$ cat src/rtl/dfe_pkg.sv
package dfe_pkg;

  typedef enum logic {
    ST_IDLE = 1'b0,
    ST_LOAD = 1'b1
  } dfe_state_e;

  // Power-on content of one array word, before truncation to the data width.
  function automatic int seed_word(input int r, input int c);
    return ((r * 16) + c) ^ 'hA5;
  endfunction

  // Row that the refresh pointer moves to after row r.
  function automatic int next_row(input int r, input int rows);
    return (r + 1 >= rows) ? 0 : r + 1;
  endfunction

endpackage

$ cat src/rtl/dfe_col_capture.sv
module dfe_col_capture #(
  parameter int CAW = 3
) (
  input  logic           clk,
  input  logic           rst_n,
  input  logic           latch_i,
  input  logic [CAW-1:0] col_i,
  output logic [CAW-1:0] col_o
);

  logic [CAW-1:0] held_q;

  always_ff @(posedge clk or negedge rst_n) begin
    if (!rst_n)       held_q <= '0;
    else if (latch_i) held_q <= col_i;
  end

  // Transparent while the latch input is high, frozen while it is low.
  assign col_o = latch_i ? col_i : held_q;

endmodule

$ cat src/rtl/dfe_row_tag.sv
module dfe_row_tag #(
  parameter int RAW = 3
) (
  input  logic           clk,
  input  logic           rst_n,
  input  logic           load_i,
  input  logic [RAW-1:0] load_row_i,
  input  logic [RAW-1:0] row_i,
  output logic           hit_o
);

  logic           valid_q;
  logic [RAW-1:0] last_q;

  always_ff @(posedge clk or negedge rst_n) begin
    if (!rst_n) begin
      valid_q <= 1'b0;
      last_q  <= '0;
    end else if (load_i) begin
      valid_q <= 1'b1;
      last_q  <= load_row_i;
    end
  end

  assign hit_o = valid_q && (row_i == last_q);

endmodule

$ cat src/rtl/dfe_refresh_sched.sv
module dfe_refresh_sched
  import dfe_pkg::*;
#(
  parameter int ROWS = 8,
  parameter int RAW  = 3
) (
  input  logic           clk,
  input  logic           rst_n,
  input  logic           req_i,
  input  logic           block_i,
  output logic           fire_o,
  output logic           ack_o,
  output logic [RAW-1:0] row_o
);

  logic           pend_q;
  logic [RAW-1:0] ptr_q;
  logic           want_w;

  assign want_w = req_i || pend_q;
  assign fire_o = want_w && !block_i;

  always_ff @(posedge clk or negedge rst_n) begin
    if (!rst_n) begin
      pend_q <= 1'b0;
      ptr_q  <= '0;
      ack_o  <= 1'b0;
      row_o  <= '0;
    end else begin
      pend_q <= want_w && block_i;
      ack_o  <= fire_o;
      if (fire_o) begin
        row_o <= ptr_q;
        ptr_q <= RAW'(next_row(int'(ptr_q), ROWS));
      end
    end
  end

endmodule

$ cat src/rtl/rowcache_dram_fe.sv
module rowcache_dram_fe
  import dfe_pkg::*;
#(
  parameter int ROWS        = 8,
  parameter int COLS        = 8,
  parameter int DW          = 8,
  parameter int MISS_CYCLES = 3,
  localparam int RAW        = (ROWS > 1) ? $clog2(ROWS) : 1,
  localparam int CAW        = (COLS > 1) ? $clog2(COLS) : 1
) (
  input  logic           clk,
  input  logic           rst_n,
  input  logic           sel_i,
  input  logic           row_en_i,
  input  logic           col_latch_i,
  input  logic           out_en_i,
  input  logic           wr_en_i,
  input  logic           refresh_req_i,
  input  logic [RAW-1:0] row_addr_i,
  input  logic [CAW-1:0] col_addr_i,
  input  logic [DW-1:0]  wdata_i,
  output logic [DW-1:0]  rdata_o,
  output logic           rvalid_o,
  output logic           busy_o,
  output logic           ref_ack_o,
  output logic [RAW-1:0] ref_row_o
);

  localparam int CNTW = $clog2(MISS_CYCLES + 1);

  dfe_state_e     state_q;
  logic [CNTW-1:0] cnt_q;
  logic [RAW-1:0] ld_row_q;
  logic [CAW-1:0] ld_col_q;
  logic [DW-1:0]  rd_q;
  logic           rvalid_q;
  logic [DW-1:0]  mem_q    [ROWS][COLS];
  logic [DW-1:0]  rowbuf_q [COLS];

  // Named internal events, also watched by the checker.
  logic           idle_w;
  logic           tag_hit_w;
  logic           hit_w;
  logic           miss_start_w;
  logic           load_done_w;
  logic           wr_fire_w;
  logic           ref_fire_w;
  logic [CAW-1:0] col_eff_w;

  dfe_col_capture #(.CAW(CAW)) i_col (
    .clk     (clk),
    .rst_n   (rst_n),
    .latch_i (col_latch_i),
    .col_i   (col_addr_i),
    .col_o   (col_eff_w)
  );

  dfe_row_tag #(.RAW(RAW)) i_tag (
    .clk        (clk),
    .rst_n      (rst_n),
    .load_i     (load_done_w),
    .load_row_i (ld_row_q),
    .row_i      (row_addr_i),
    .hit_o      (tag_hit_w)
  );

  dfe_refresh_sched #(.ROWS(ROWS), .RAW(RAW)) i_ref (
    .clk     (clk),
    .rst_n   (rst_n),
    .req_i   (refresh_req_i),
    .block_i (busy_o || miss_start_w),
    .fire_o  (ref_fire_w),
    .ack_o   (ref_ack_o),
    .row_o   (ref_row_o)
  );

  assign idle_w       = (state_q == ST_IDLE);
  assign hit_w        = idle_w && sel_i && !wr_en_i && tag_hit_w;
  assign miss_start_w = idle_w && sel_i && !wr_en_i && !tag_hit_w && row_en_i;
  assign wr_fire_w    = idle_w && sel_i && wr_en_i;
  assign load_done_w  = (state_q == ST_LOAD) && (cnt_q == '0);

  always_ff @(posedge clk or negedge rst_n) begin
    if (!rst_n) begin
      state_q  <= ST_IDLE;
      cnt_q    <= '0;
      ld_row_q <= '0;
      ld_col_q <= '0;
      rd_q     <= '0;
      rvalid_q <= 1'b0;
      for (int r = 0; r < ROWS; r++)
        for (int c = 0; c < COLS; c++)
          mem_q[r][c] <= DW'(seed_word(r, c));
      for (int c = 0; c < COLS; c++)
        rowbuf_q[c] <= '0;
    end else begin
      rvalid_q <= hit_w || load_done_w;
      if (hit_w)
        rd_q <= rowbuf_q[col_eff_w];

      if (miss_start_w) begin
        state_q  <= ST_LOAD;
        cnt_q    <= CNTW'(MISS_CYCLES - 1);
        ld_row_q <= row_addr_i;
        ld_col_q <= col_eff_w;
      end else if (state_q == ST_LOAD) begin
        if (load_done_w) begin
          state_q <= ST_IDLE;
          for (int c = 0; c < COLS; c++)
            rowbuf_q[c] <= mem_q[ld_row_q][c];
          rd_q <= mem_q[ld_row_q][ld_col_q];
        end else begin
          cnt_q <= cnt_q - 1'b1;
        end
      end

      if (wr_fire_w) begin
        mem_q[row_addr_i][col_eff_w] <= wdata_i;
        if (tag_hit_w)
          rowbuf_q[col_eff_w] <= wdata_i;
      end
    end
  end

  assign busy_o   = (state_q == ST_LOAD);
  assign rvalid_o = rvalid_q;
  assign rdata_o  = out_en_i ? rd_q : '0;

endmodule

$ cat config.mk
export PLATFORM = sky130hd
export DESIGN_NAME = rowcache_dram_fe
export DESIGN_NICKNAME = d
export VERILOG_FILES = /design/src/rtl/dfe_pkg.sv /design/src/rtl/dfe_col_capture.sv /design/src/rtl/dfe_row_tag.sv /design/src/rtl/dfe_refresh_sched.sv /design/src/rtl/rowcache_dram_fe.sv
export SDC_FILE = /design/constraint.sdc
export NUM_CORES = 1
export LEC_CHECK = 0
export ABC_AREA = 1
export BUFFER_PORTS_ARGS = -buffer_cell sky130_fd_sc_hd__buf_2
export CAP_MARGIN = 20
export CORE_MARGIN = 4
export CORE_UTILIZATION = 30
export CTS_CLUSTER_DIAMETER = 150
export DETAILED_ROUTE_END_ITERATION = 8
export HOLD_SLACK_MARGIN = 0.06
export PLACE_DENSITY_LB_ADDON = 0.1
export RECOVER_POWER = 25
export SKIP_LAST_GASP = 1
export SYNTH_ARGS = -nofsm -noshare
export SYNTH_HDL_FRONTEND = slang
export SYNTH_SLANG_ARGS = --single-unit
$ cat constraint.sdc
create_clock -name clk -period 3 [get_ports clk]
set_input_delay 0.6 -clock clk [delete_from_list [all_inputs] [get_ports clk]]
set_output_delay 0.6 -clock clk [all_outputs]
set_load 0.01 [all_outputs]
Word-level counts from Yosys, hierarchy flattened
Index checks and enable logic that the tools add are counted.
Word-level totals
  bits in registers: 609
  logic and storage cells: 155
  output and inout bits: 14
  input port bits: 22
Operators by class
  bitwise gates (word level): 5
  muxes and demuxes: 33
  reductions and logical operators: 21
  equal/unequal tests: 2
  add/sub/neg operators: 2
  $lt $le $gt $ge: 7
Operators by type and width (count)
  bitwise mux 512 bit: 1
  2-to-1 mux 64 bit: 8
  binary-select mux 64 bit (select 3 bit): 1
  demux 64 bit (select 3 bit): 1
  2-to-1 mux 8 bit: 10
  bitwise mux 64 bit: 1
  binary-select mux 8 bit (select 3 bit): 2
  demux 8 bit (select 3 bit): 1
  >= comparator 4 bit, second input constant: 5
  inverter 3 -> 4 bit: 4
  logical AND 1 bit: 12
  < comparator 4 x 1 -> 1 bit, second input constant: 2
  2-to-1 mux 2 bit: 3
  2-to-1 mux 3 bit: 2
  adder 3 x 1 -> 4 bit, second input constant: 1
  equality test 3 bit: 1
  zero test 1 bit: 3
  logical OR 1 bit: 3
  2-to-1 mux 1 bit: 3
  zero test 2 bit: 1
  != test 2 bit, second input constant: 1
  AND reduction 2 bit: 1
  nonzero test 2 bit: 1
  subtractor 2 x 1 -> 2 bit, second input constant: 1
  inverter 1 bit: 1

Depth between registers and ports, before layout
Gate-level depths: netlist (run 1).
  depth in word-level cells: 10
  gate-level depth with buffers: 15
  mapped depth without buffers: 12

Cells and area by module
Synthesis (run 1) repeated with hierarchy kept, for this count alone.
Second synthesis, totals
  cell total of the unflattened synthesis: 3809
  area total of the unflattened synthesis: 29520.8 µm²
Modules (own cells, without submodules)
  rowcache_dram_fe: cells an instance 3731, area each 28877.7 µm², times used 1
  dfe_refresh_sched: cells an instance 37, area each 331.6 µm², times used 1
  dfe_row_tag: cells an instance 28, area each 198.9 µm², times used 1
  dfe_col_capture: cells an instance 13, area each 112.6 µm², times used 1

Least setup slack after synthesis (run 1)
No wires, ideal clock.
  path kind: input-to-reg
  from: input port col_latch_i
  to: register rowbuf_q[62] (netlist bit)
  cell stages on the path: 10
  path slack: 1017 ps
  data required time: 2857 ps
  data arrival time: 1840 ps
  path buffers: 2
  cells stage by stage: buf_2 o21ai_2 nor2_1 nand2_1 inv_2 buf_4 nand2_2 inv_1 a21oi_1 a22oi_1
On the way
  longest elaborated chain between the ends: 9
RTL lines
  from (decl): line rowcache_dram_fe.sv:15  | input logic col_latch_i,
  2-to-1 mux 3 bit *
  named net col_eff_w[1]: line rowcache_dram_fe.sv:48  | logic [CAW-1:0] col_eff_w;
  inverter 3 -> 4 bit (not written as such) *: line rowcache_dram_fe.sv:120  | rowbuf_q[col_eff_w] <= wdata_i;
  >= comparator 4 bit (not written as such) / < comparator 4 x 1 -> 1 bit (equally long branches): line rowcache_dram_fe.sv:120
  logical AND 1 bit (not written as such): line rowcache_dram_fe.sv:120
  2-to-1 mux 8 bit (not written as such): line rowcache_dram_fe.sv:120
  demux 8 bit (select 3 bit) *: line rowcache_dram_fe.sv:120
  bitwise mux 64 bit *: line rowcache_dram_fe.sv:120
  2-to-1 mux 64 bit *: line rowcache_dram_fe.sv:119  | if (tag_hit_w)
  2-to-1 mux 64 bit *: line rowcache_dram_fe.sv:117  | if (wr_fire_w) begin
  to (signal, indexed assignment): line rowcache_dram_fe.sv:110  | rowbuf_q[c] <= mem_q[ld_row_q][c];
  to (signal, indexed assignment): line rowcache_dram_fe.sv:120
  to (decl): line rowcache_dram_fe.sv:38  | logic [DW-1:0] rowbuf_q [COLS];
The timed path passes the listed nets; every way through them passes the cells marked *.
A chain may end at the register's enable or synchronous reset.

Worst setup path after layout (run 1)
  from: register i_col.held_q[1]
  to: register mem_q[448] (netlist bit)
On the way
  longest elaborated chain between the ends: 9
RTL lines
  from (decl): line dfe_col_capture.sv:11  | logic [CAW-1:0] held_q;
  from (signal assigned): line dfe_col_capture.sv:15  | else if (latch_i) held_q <= col_i;
  2-to-1 mux 3 bit *
  named net col_eff_w[1]: line rowcache_dram_fe.sv:48
  inverter 3 -> 4 bit (not written as such) *: line rowcache_dram_fe.sv:118  | mem_q[row_addr_i][col_eff_w] <= wdata_i;
  >= comparator 4 bit (not written as such) / < comparator 4 x 1 -> 1 bit (equally long branches): line rowcache_dram_fe.sv:118
  logical AND 1 bit (not written as such): line rowcache_dram_fe.sv:118
  2-to-1 mux 8 bit (not written as such): line rowcache_dram_fe.sv:118
  demux 8 bit (select 3 bit) *: line rowcache_dram_fe.sv:118
  2-to-1 mux 64 bit (not written as such) *: line rowcache_dram_fe.sv:118
  demux 64 bit (select 3 bit) *: line rowcache_dram_fe.sv:118
  bitwise mux 512 bit *: line rowcache_dram_fe.sv:118
  to (signal, indexed assignment): line rowcache_dram_fe.sv:93  | mem_q[r][c] <= DW'(seed_word(r, c));
  to (signal, indexed assignment): line rowcache_dram_fe.sv:118
  to (decl): line rowcache_dram_fe.sv:37  | logic [DW-1:0] mem_q [ROWS][COLS];
Marked as above.

==> flow_metrics.env, run 1 <==
export IMPL_status="finished, violations left"
export IMPL_violations="capacitance limit, slew limit"
export IMPL_synth_ff_type="dfrtp_1"
export IMPL_path_cells="inv_1 -> o21ai_0 -> nand3_1 -> inv_2 -> nand2_1 -> buf_4 -> nand2_1 -> o21ai_0"
export IMPL_grt_setup_unrepaired="false"
export IMPL_insertion_delay_ns=0.66
export IMPL_leakagePower_nw=15.0
export IMPL_synth_top_area_cell="dfrtp_1"
export IMPL_dp_hpwl_um=65500
export IMPL_clock_tree_root_cell="clkbuf_16"
export IMPL_max_stage_delay_ns=0.84
export IMPL_cp_slowest_cell="o21ai_0"
export IMPL_required_ns=3.51
export IMPL_setup_violations=0
export IMPL_finalMaxSlewViolations=41
export IMPL_critPathLaunchType="register"
export IMPL_ir_drop_mv=0.510
export IMPL_setup_slack_ns=0.332
export IMPL_tightestPinTransition_ns=1.82
export IMPL_syn_to_final_growth_pct=15.5
export IMPL_fp_coreArea_um2=97100
export IMPL_cp_arrival_ns=3.18
export IMPL_largest_reg_flops=512
export IMPL_die_area_um2=104000
export IMPL_antenna_found_initial=1
export IMPL_h_tree_depth=3
export IMPL_grt_first_pass_wirelength_um=159000
export IMPL_period_needed_ns=2.67
export IMPL_post_place_ws_ns=0.390
export IMPL_seq_area_um2=15600
export IMPL_drive_above_1_share_pct=14.8
export IMPL_fin_crit_sh_pct=88.9
export IMPL_final_area_um2=34100
export IMPL_syn_cell_area_um2=29500
export IMPL_finalHoldViolations=0
export IMPL_cap_violations=1
export IMPL_cts_tree="yes"
export IMPL_start_util_pct=30.4
export IMPL_num_rows=114
export IMPL_synth_edf_count=0
export IMPL_drtIter0Drc=2119
export IMPL_wl_um=103000
export IMPL_clock_skew_ns=0.0267
export IMPL_regMostFlops="mem_q"
export IMPL_grt_pass1_vias=24500
export IMPL_clk_pin_slew_worst_paths_ns=0.05
export IMPL_portBuffers=35
export IMPL_fmax_mhz=375
export IMPL_ys_top_cells_by_area="dfrtp_1 (30%), dfstp_2 (23%), nand2_1 (17%)"
export IMPL_nFillCells=10500
export IMPL_ys_warn_count=0
export IMPL_synthDistinctLibCells=31
export IMPL_synth_most_common_cell="nand2_1"
export IMPL_endpoint_kind="register"
export IMPL_crit_fanout=17
export IMPL_powerDensity_nw_per_um2=903
export IMPL_timing_setup_tns_ns=0
export IMPL_drcViolationCount=0
export IMPL_yosys_register_bits=609
export IMPL_postRouteAntennaNets=0
export IMPL_cts_buffers=77
export IMPL_vias=25000
export IMPL_post_drt_wl_per_cell_um=19.9
export IMPL_vias_per_cell=4.83
export IMPL_reg_top3="mem_q x512, rowbuf_q x64, rd_q x8"
export IMPL_max_slew_margin_rel_pct=-21.3
export IMPL_synth_common_cells="nand2_1 (1,375), o21ai_0 (597), nand3_1 (383), dfrtp_1 (353), inv_1 (309)"
export IMPL_synth_seq_area_share_pct=52.7
export IMPL_netlist_instances=3850
export IMPL_ios=36
export IMPL_grtUsageTotal_pct=20.1
export IMPL_dr_pass1_iters=6
export IMPL_yosys_area_top_type_share_pct=29.9
export IMPL_die_w_um=322
export IMPL_gp_congestion=0.841
export IMPL_fin_cells=5179
export IMPL_placedInstanceArea_um2=31800
export IMPL_syn_area_per_cell_um2=7.67
export IMPL_gr_total_overflow=0
export IMPL_dieHeight_um=322
export IMPL_fin_util_pct=35.1
export IMPL_synthesis_nets=3874
export IMPL_worst_setup_path_type="register to register"
export IMPL_multi_input_area_um2=11700
export IMPL_min_path_type="input pin to register"
export IMPL_clock_sinks=609
export IMPL_nets=3860
export IMPL_grt_start_max_net_pins=97
export IMPL_cts_path_max_buffers=3
export IMPL_async_flop_share_pct=100
export IMPL_dp_cells=5032
export IMPL_cts_setup_buffers=0
report_power, final:
group          total [W]  switching, W  internal [W]
Combinational     0.0109       0.00768       0.00326
Sequential        0.0108      0.000943       0.00985
Clock            0.00907       0.00383       0.00525
Total             0.0308        0.0124        0.0184
path summary, 6_finish.rpt:
path / from / to / slack, ns / cells after the start
min in group asynchronous: rst_n / rowbuf_q[59]$_DFF_PN0_ / 0.99 / 2
hold reg to reg: i_ref.row_o[1]$_DFFE_PN0P_ / i_ref.row_o[1]$_DFFE_PN0P_ / 0.47 / 2
max in group asynchronous: rst_n / mem_q[183]$_DFFE_PN1P_ / 0.55 / 4
setup reg to reg: i_col.held_q[1]$_DFF_PN0_ / mem_q[448]$_DFFE_PN0P_ / 0.33 / 8
setup / recovery: i_col.held_q[1]$_DFF_PN0_ / mem_q[448]$_DFFE_PN0P_ / 0.33 / 8
hold / removal: refresh_req_i / i_ref.pend_q$_DFF_PN0_ / 0.19 / 3
cells by family after synthesis:
family	Yosys count	synth area share, %
compound gates	745	13.0
xor+xnor	3	0.0890
fa+ha+maj	2	0.0847
buf+inv	590	7.83
flops	609	52.7
simple gates	1901	26.3
worst max-delay path: cells and delay by family, from the launching register on:
kind | cells | cell delay (ns)
buffers and inverters | 3 | 0.70
flip-flops | 1 | 0.32
AO/OA/AOI/OAI | 2 | 0.92
AND/OR/NAND/NOR | 3 | 0.59
what timing repair did:
item	CTS	global route
endpoints found under the hold margin	23	0
gates resized for setup	0	0
hold buffers	1	0
metal layers:
layer / GRT usage [%] / wire length [um] / up-vias
met4: 5.07 / 2430 / 0
met3: 2.95 / 4460 / 141
met5: 0 / 0 / -
met1: 29.5 / 50700 / 12000
met2: 31.1 / 45500 / 528
li1: - / - / 12300
layout make-up:
type	instances	share of cell area, %
Clock inverter	18	0.546
Multi-Input combinational cell	2651	34.2
Inverter	327	3.65
Sequential cell	609	45.6
Tap cell	1276	4.68
Timing Repair Buffer	170	4.69
Antenna cell	2	0.0147
Clock buffer	126	6.60
stage by stage:
| stage | hold slack, ns | power [W] |
|---|---|---|
| floorplan | 0.304 | 0.0173 |
| global placement | 0.454 | 0.0219 |
| detailed placement | 0.447 | 0.0219 |
| CTS | 0.158 | 0.0312 |
| global route | 0.186 | 0.0328 |
| finish | 0.193 | 0.0308 |
cell usage in the layout, fill, tap and decap left out, types with 3 or more instances in the layout:
cell,n
clkbuf_1,44
nand2_1,1374
clkbuf_2,4
nand2_2,13
nor3_4,4
clkinv_8,4
xor2_1,3
dfstp_2,256
buf_4,86
clkbuf_8,14
o21ai_0,599
o22ai_1,39
nand4_1,4
buf_12,36
a31oi_1,5
clkinv_2,18
inv_6,3
dfrtp_1,350
nand3_1,383
a22oi_1,21
inv_1,305
clkbuf_16,77
nor2_1,109
inv_2,12
buf_2,34
and3_1,4
o21ai_1,7
nor2_4,5
a21oi_1,73
(Power assumes the default switching activity.)
==> inputs of run 2 (changes only) <==
SKIP_CTS_REPAIR_TIMING = 1   (was default)
clock period = 3.3 ns   (was 3 ns; I/O delays follow)
==> run 2 against run 1 <==
Effect of this change: the flow still finishes with violations (capacitance limit, slew limit); non-clock buffer count is 3 lower; combinational power decreased by 9%; design area hardly changed; setup slack better by 0.22 ns; utilization is essentially flat; cell count decreased by 0.15%; via count up 0.56%; first-iteration DRC count up 0.57%; register-to-register slack gained 0.22 ns; critical endpoint is now mem_q[365]$_DFFE_PN0P_; highest routed layer unchanged.
==> flow_metrics.env, run 2 (synthesis results as in run 1) <==
export IMPL_status="finished, violations left"
export IMPL_violations="capacitance limit, slew limit"
export IMPL_drcViolationCount=0
export IMPL_cts_path_max_buffers=3
export IMPL_dieHeight_um=322
export IMPL_grt_pass1_vias=24200
export IMPL_post_place_ws_ns=0.620
export IMPL_dr_pass1_iters=5
export IMPL_num_rows=114
export IMPL_syn_to_final_growth_pct=15.5
export IMPL_setup_slack_ns=0.551
export IMPL_seq_area_um2=15600
export IMPL_fmax_mhz=364
export IMPL_required_ns=3.80
export IMPL_ir_drop_mv=0.815
export IMPL_drtIter0Drc=2131
export IMPL_critPathLaunchType="register"
export IMPL_fin_crit_sh_pct=83.3
export IMPL_wl_um=103000
export IMPL_cts_tree="yes"
export IMPL_min_path_type="input pin to register"
export IMPL_vias_per_cell=4.87
export IMPL_gp_congestion=0.819
export IMPL_powerDensity_nw_per_um2=828
export IMPL_h_tree_depth=3
export IMPL_layout_commonest_cell="nand2_1"
export IMPL_dp_hpwl_um=65800
export IMPL_timing_hold_ws_ns=0.278
export IMPL_nFillCells=10400
export IMPL_reg_top3="mem_q x512, rowbuf_q x64, rd_q x8"
export IMPL_finalHoldViolations=0
export IMPL_fin_cells=5171
export IMPL_clock_skew_ns=0.0328
export IMPL_vias=25200
export IMPL_die_area_um2=104000
export IMPL_setup_violations=0
export IMPL_postRouteAntennaNets=0
export IMPL_grtUsageTotal_pct=20.0
export IMPL_clock_tree_root_cell="clkbuf_16"
export IMPL_cts_buffers=76
export IMPL_nets=3856
export IMPL_worst_setup_path_type="register to register"
export IMPL_regMostFlops="mem_q"
export IMPL_final_cell_mix="nand2_1 (1,374), o21ai_0 (600), nand3_1 (383), dfrtp_1 (350), inv_1 (305)"
export IMPL_leakagePower_nw=15.0
export IMPL_fp_coreArea_um2=97100
export IMPL_max_slew_margin_rel_pct=-35.7
export IMPL_grt_setup_unrepaired="false"
export IMPL_post_drt_wl_per_cell_um=20.0
export IMPL_insertion_delay_ns=0.64
export IMPL_clock_sinks=609
export IMPL_period_needed_ns=2.75
export IMPL_timing_setup_tns_ns=0
export IMPL_crit_fanout=16
export IMPL_portBuffers=35
export IMPL_drive_above_1_share_pct=15.0
export IMPL_cap_violations=1
export IMPL_clk_pin_slew_worst_paths_ns=0.06
export IMPL_tightestPinTransition_ns=2.04
export IMPL_start_util_pct=30.4
export IMPL_grt_first_pass_wirelength_um=158000
export IMPL_finalMaxSlewViolations=59
export IMPL_endpoint_kind="register"
export IMPL_multi_input_area_um2=11700
export IMPL_dp_cells=5029
export IMPL_cp_arrival_ns=3.25
export IMPL_largest_reg_flops=512
export IMPL_antenna_found_initial=2
export IMPL_die_w_um=322
export IMPL_gr_total_overflow=0
export IMPL_grt_start_max_net_pins=126
export IMPL_ios=36
[run 2: per-stage QoR]
step                total power (W)  area, um2  utilization, %
floorplan                    0.0157      29500               -
global placement             0.0198      31600            32.5
detailed placement           0.0198      31600            32.5
finish                       0.0282      34100            35.1
global route                 0.0300      34100            35.1
CTS                          0.0286      34200            35.2
[run 2: path summary, 6_finish.rpt]
path	from	end	slack (ns)	cells past startpoint
min in group asynchronous	rst_n	mem_q[510]$_DFFE_PN0P_	1.13	2
max reg2reg	i_col.held_q[1]$_DFF_PN0_	mem_q[365]$_DFFE_PN0P_	0.55	7
max in group asynchronous	rst_n	mem_q[312]$_DFFE_PN1P_	0.65	4
min	refresh_req_i	i_ref.pend_q$_DFF_PN0_	0.28	3
min reg2reg	mem_q[63]$_DFFE_PN1P_	mem_q[63]$_DFFE_PN1P_	0.47	2
max	i_col.held_q[1]$_DFF_PN0_	mem_q[365]$_DFFE_PN0P_	0.55	7
[run 2: critical path: stages, from the launching register on]
cell and delay (ns):
dfrtp_1 0.32, inv_1 0.03, o21ai_0 0.87, nand3_2 0.23, inv_1 0.49, nand2_1 0.43, nand2_1 0.16, o21ai_0 0.09
[run 2: report_power, final]
group / switching [W] / total [W] / internal (W)
Clock: 0.00341 / 0.00862 / 0.00521
Sequential: 0.000774 / 0.00973 / 0.00895
Combinational: 0.00706 / 0.00990 / 0.00284
[run 2: final cells by class]
type / instances / share of cell area (%)
Clock inverter: 17 / 0.726
Clock buffer: 123 / 6.80
Inverter: 327 / 3.65
Sequential cell: 609 / 45.6
Antenna cell: 1 / 0.00733
Tap cell: 1276 / 4.68
Timing Repair Buffer: 167 / 4.33
Multi-Input combinational cell: 2651 / 34.2
[run 2: layer usage]
layer	vias up	global-route usage, %	routed length (um)	share of wire (%)
met4	0	5.27	2620	2.5
met1	12200	29.3	50600	49
li1	12300	-	-	-
met2	527	31.1	45900	44
met5	-	0	0	0
met3	138	2.75	4390	4.2
